==> src/rtl/spi_port.sv <==
module spi_port (
  input  logic       clk,
  input  logic       rst_n,
  input  logic [1:0] reg_addr,
  input  logic       reg_wr,
  input  logic       reg_rd,
  input  logic [7:0] reg_wdata,
  output logic [7:0] reg_rdata,
  output logic       irq,
  output logic       sck_out,
  output logic       mosi_out,
  output logic       master_oe,
  input  logic       miso_in,
  input  logic       sck_in,
  input  logic       mosi_in,
  input  logic       ss_n,
  output logic       miso_out,
  output logic       miso_oe
);
  localparam logic [1:0] A_CTRL = 2'd0, A_STAT = 2'd1, A_DATA = 2'd2;

  logic [7:0] ctrl, sh, rbuf;
  logic       dbl, done, wcol, armed, busy, obit, sck_r;
  logic [3:0] ecnt;
  logic [6:0] dcnt, half;
  logic [2:0] sck_sy;
  logic [1:0] mosi_sy, ss_sy;

  wire       en   = ctrl[0];
  wire       mst  = ctrl[1];
  wire       lsbf = ctrl[2];
  wire       cpol = ctrl[3];
  wire       cpha = ctrl[4];
  wire       ie   = ctrl[7];
  wire       slv  = en && !mst;
  wire       ss_act = !ss_sy[1];
  wire       sck_s  = sck_sy[1];
  wire       sck_p  = sck_sy[2];
  wire       mosi_s = mosi_sy[1];

  wire data_wr = reg_wr && reg_addr == A_DATA;
  wire data_rd = reg_rd && reg_addr == A_DATA;
  wire xfer    = mst ? busy : (ss_act && ecnt != 4'd0);
  wire m_tick  = busy && dcnt == half - 7'd1;
  wire m_samp  = (sck_r == cpol) ^ cpha;
  wire s_edge  = slv && ss_act && sck_s != sck_p;
  wire s_samp  = (sck_p == cpol) ^ cpha;

  function automatic logic outb(input logic [7:0] v, input logic lf);
    return lf ? v[0] : v[7];
  endfunction

  function automatic logic [7:0] shin(input logic [7:0] v, input logic b, input logic lf);
    return lf ? {b, v[7:1]} : {v[6:0], b};
  endfunction

  always_comb begin
    case (ctrl[6:5])
      2'd0:    half = 7'd2;
      2'd1:    half = 7'd8;
      2'd2:    half = 7'd32;
      default: half = 7'd64;
    endcase
    if (dbl) half = half >> 1;
  end

  always_comb begin
    case (reg_addr)
      A_CTRL:  reg_rdata = ctrl;
      A_STAT:  reg_rdata = {done, wcol, 5'd0, dbl};
      A_DATA:  reg_rdata = rbuf;
      default: reg_rdata = 8'd0;
    endcase
  end

  always_ff @(posedge clk) begin
    if (!rst_n) begin
      sck_sy  <= '0;
      mosi_sy <= '0;
      ss_sy   <= '1;
    end else begin
      sck_sy  <= {sck_sy[1:0], sck_in};
      mosi_sy <= {mosi_sy[0], mosi_in};
      ss_sy   <= {ss_sy[0], ss_n};
    end
  end

  always_ff @(posedge clk) begin
    if (!rst_n) begin
      ctrl <= '0; dbl <= 1'b0; done <= 1'b0; wcol <= 1'b0; armed <= 1'b0;
      busy <= 1'b0; sh <= '0; rbuf <= '0; obit <= 1'b0; sck_r <= 1'b0;
      ecnt <= '0; dcnt <= '0;
    end else begin
      if (!busy) sck_r <= cpol;
      if (reg_wr && reg_addr == A_CTRL && !xfer) ctrl <= reg_wdata;
      if (reg_wr && reg_addr == A_STAT) dbl <= reg_wdata[0];
      if (reg_rd && reg_addr == A_STAT && (done || wcol)) armed <= 1'b1;
      if ((data_wr || data_rd) && armed) begin
        done <= 1'b0; wcol <= 1'b0; armed <= 1'b0;
      end
      if (data_wr) begin
        if (xfer) wcol <= 1'b1;
        else if (en) begin
          sh   <= reg_wdata;
          obit <= outb(reg_wdata, lsbf);
          if (mst) begin
            busy <= 1'b1; dcnt <= '0; ecnt <= '0;
          end
        end
      end
      if (busy) begin
        if (m_tick) begin
          dcnt  <= '0;
          sck_r <= ~sck_r;
          ecnt  <= ecnt + 4'd1;
          if (m_samp) sh <= shin(sh, miso_in, lsbf);
          else        obit <= outb(sh, lsbf);
          if (ecnt == 4'd15) begin
            busy <= 1'b0;
            done <= 1'b1;
            rbuf <= m_samp ? shin(sh, miso_in, lsbf) : sh;
          end
        end else dcnt <= dcnt + 7'd1;
      end
      if (slv) begin
        if (!ss_act) ecnt <= '0;
        else if (s_edge) begin
          if (s_samp) begin
            sh   <= shin(sh, mosi_s, lsbf);
            ecnt <= (ecnt == 4'd7) ? 4'd0 : ecnt + 4'd1;
            if (ecnt == 4'd7) begin
              done <= 1'b1;
              rbuf <= shin(sh, mosi_s, lsbf);
            end
          end else obit <= outb(sh, lsbf);
        end
      end
    end
  end

  assign irq       = ie && done;
  assign sck_out   = sck_r;
  assign mosi_out  = obit;
  assign master_oe = en && mst;
  assign miso_out  = obit;
  assign miso_oe   = slv && ss_act;
endmodule


==> config.mk <==
export PLATFORM = sky130hd
export DESIGN_NAME = spi_port
export DESIGN_NICKNAME = d
export VERILOG_FILES = /design/src/rtl/spi_port.sv
export SDC_FILE = /design/constraint.sdc
export NUM_CORES = 1
export LEC_CHECK = 0
export ABC_AREA = 1
export BUFFER_PORTS_ARGS = -buffer_cell sky130_fd_sc_hd__buf_4
export CORE_ASPECT_RATIO = 1.4
export CORE_MARGIN = 8
export CORE_UTILIZATION = 61
export CTS_BUF_LIST = sky130_fd_sc_hd__clkbuf_4
export DETAILED_ROUTE_END_ITERATION = 8
export GPL_TIMING_DRIVEN = 0
export PLACE_DENSITY = 0.82
export RECOVER_POWER = 50
export SYNTH_ARGS = -nofsm -noshare
export SYNTH_HDL_FRONTEND = slang
export SYNTH_SLANG_ARGS = --single-unit
==> constraint.sdc <==
create_clock -name clk -period 2.83 [get_ports clk]
set_clock_uncertainty 0.2 [all_clocks]
set_input_delay 0.1415 -clock clk [delete_from_list [all_inputs] [get_ports clk]]
set_output_delay 0.1415 -clock clk [all_outputs]
set_load 0.03 [all_outputs]
==> impl_metrics.toml <==
[synth]
syn_nets = 541
synthMuxAreaShare_pct = 0
synth_edf_count = 0
postSynthCellCount = 519
yosys.area.top_type_share_pct = 30.8
synth-simple-area-share_pct = 34.9
synth-async-reset-ratio_pct = 0
ys_ff_latch = 49
synth_xor_area_share_pct = 2.47
synth-compound-area-share_pct = 16.4
synthAdderAreaFrac_pct = 1.57
synth_top_family_by_area = "simple AND/OR/NAND/NOR gates"
yosysWarnings = 0
yosysSeqAreaShare_pct = 30.8
synth.avg_cell_area_um2 = 6.15
synth_area_leader_cell = "dfxtp_1"
ys_types = 32
synth.area.top_cells = "dfxtp_1, nand2_1, o21ai_0"
netlist_area_um2 = 3190
synth_flop_cell = "dfxtp_1"

[critical_path]
crit_path_frequent_cell = "nand2_1"
cp_max_fo = 10
critPathRequiredTime_ns = 2.93
r2r_cells = 17
cp_cell_sequence = "buf_6 -> nor2_2 -> nand2_1 -> ha_1 -> nand2_1 -> inv_1 -> nor2_1 -> nand2_1 -> nor2_2 -> nand3_2 -> nor2_4 -> nand3_2 -> buf_6 -> nand2_1 -> nand3_1 -> nand2_1 -> inv_1"
cp_slowest_cell = "dfxtp_1"
critical_path_class = "flop to flop"
max_stage_delay_ns = 0.34
endpoint_kind = "flop"
crit_path_start_kind = "flop"
arrival_ns = 2.64

[clock_tree]
tritoncts = "done"
clk_pin_slew_ns = 0.16
hold_buffers = 18
cts_resized = 0
cts_buffers = 5
h-tree-depth = 2
cts_root_buf = "clkbuf_4"
numClockSinks = 49
post_cts_buffers = 0
clk-insertion-delay-late_ns = 0.38
clockBufferDepth = 2

[detailed_routing]
first_pass_iters = 5
via_per_inst = 5.48
detail_route.wirelength_mm = 9.08
num_vias = 3515
drt_first_iter_violations = 219
avgRoutedWirePerCell_um = 14.2
drc = 0
final_antenna_net_count = 0

[grt]
grt_overflow = 0
grt_util_all_layers_pct = 23.6
grt_max_degree = 16
grt_pass1_vias = 3464
grt_first_pass_wirelength_mm = 15.2
antenna_found_initial = 0

[sta]
drv_slew = 0
period_needed_ns = 2.55
hold_violations = 0
slew_headroom_pct = 50.2
finalCritPeriodShare_pct = 89.9
max_freq_mhz = 393
setup_tns_ns = 0
rsz0062_at_grt = "no"
tightest_slew_ns = 0.744
setup_viol_count_final = 0

[floorplan]
die-area_um2 = 7830
core_um2 = 5120
die_x_um = 77.1
start_util_pct = 62.3
die_y_um = 102
num_io_pins = 32
rows = 31

[finish]
diodes = 0
mostFrequentLayoutCell = "nand2_1"
final-seq-area_um2 = 981
area_growth_syn_to_layout_pct = 15.3
fillCellCount = 468
utilization_pct = 71.8
drive_gt1_share_pct = 11.0
final_nets = 596
multi_input_area_um2 = 1760
final_cell_mix = "nand2_1, inv_1, o21ai_0"

[placed_design]
routabilityCongestion = 0.900
dp_hpwl_mm = 6.82
io_buffer_count = 30

[min_path]
hold_depth = 3
hp-class = "primary input to flop"

[run_status]
status = "complete, no violations"

[power_and_ir_drop]
leakage_nw = 1.81
power_density_nw_per_um2 = 350
peakVddDrop_mv = 0.230

[run]
cap_violations = 0
==> cell type report <==
class | count | share of cell area, %
Tap cell | 66 | 2.25
Multi-Input combinational cell | 361 | 47.9
Inverter | 90 | 9.19
Clock inverter | 3 | 0.476
Buffer | 19 | 2.93
Timing Repair Buffer | 48 | 9.60
Sequential cell | 49 | 26.7
Clock buffer | 5 | 1.02
==> sequential cells by signal, summed over array words and instances, names as in the netlist, 2 cells and up <==
name and flops:
ctrl 8, rbuf 8, sh 8, dcnt 7
ecnt 4, sck_sy 3, mosi_sy 2, ss_sy 2
==> worst paths after layout <==
| kind | endpoint | startpoint | slack [ns] |
|---|---|---|---|
| setup reg to reg | rbuf[1] | ctrl[6] | 0.28 |
| hold reg to reg | sck_sy[1] | sck_sy[0] | 0.23 |
| setup / recovery | rbuf[1] | ctrl[6] | 0.28 |
| hold / removal | sh[2] | rst_n | 0.02 |
==> cells by family (layout without fill, tap and decap cells) <==
kind of cell,Yosys count,in the layout
compound gates,98,98
xor+xnor,9,9
fa+ha+maj,4,4
buf+inv,109,165
flops,49,49
simple gates,250,250
==> stage by stage <==
| stage | hold WS, ns | instance area [um2] | instances | power [mW] | setup slack [ns] |
|---|---|---|---|---|---|
| after floorplan | 0.0391 | 3190 | 519 | 0.876 | 0.593 |
| after global placement | 0.122 | 3500 | 615 | 0.940 | 0.385 |
| after detailed placement | 0.128 | 3500 | 615 | 0.945 | 0.346 |
| after CTS | 0.0148 | 3730 | 641 | 1.29 | 0.320 |
| final | 0.0155 | 3680 | 641 | 1.29 | 0.285 |
| after global routing | 0.0377 | 3680 | 641 | 1.34 | 0.0720 |
==> layer usage <==
metal / up-vias / routed length, um / track usage [%]
li1: 1757 / - / -
met1: 1592 / 3490 / 24.1
met2: 133 / 4680 / 43.9
met3: 33 / 489 / 3.73
met4: 0 / 422 / 15.0
met5: - / 0 / 0
==> power breakdown <==
| part | switching, mW | internal (mW) | total (mW) |
|---|---|---|---|
| Clock | 0.245 | 0.0943 | 0.340 |
| Combinational | 0.149 | 0.0870 | 0.236 |
| Sequential | 0.00949 | 0.703 | 0.713 |
| Total | 0.404 | 0.885 | 1.29 |
==> worst max-delay path: cells and delay by family (launching register included) <==
family	cells	cell delay, ns
simple gates	12	1.22
buf+inv	4	0.37
flops	1	0.34
fa+ha+maj	1	0.32
==> cell usage after synthesis (2+ instances only) <==
cell	instances
nand2_1	153
inv_1	81
o21ai_0	62
dfxtp_1	49
nand3_1	39
a21oi_1	24
nor2_1	23
nand4_1	12
inv_2	9
clkbuf_1	7
nand3_2	6
nor2_2	6
xor2_1	6
buf_2	5
ha_1	4
buf_6	3
nor2_4	3
o211ai_1	3
o22ai_1	3
or2_2	3
xnor2_1	3
buf_1	2
buf_4	2
nand2_2	2
o221ai_1	2
Note: power is estimated with default switching activity, not from simulation.
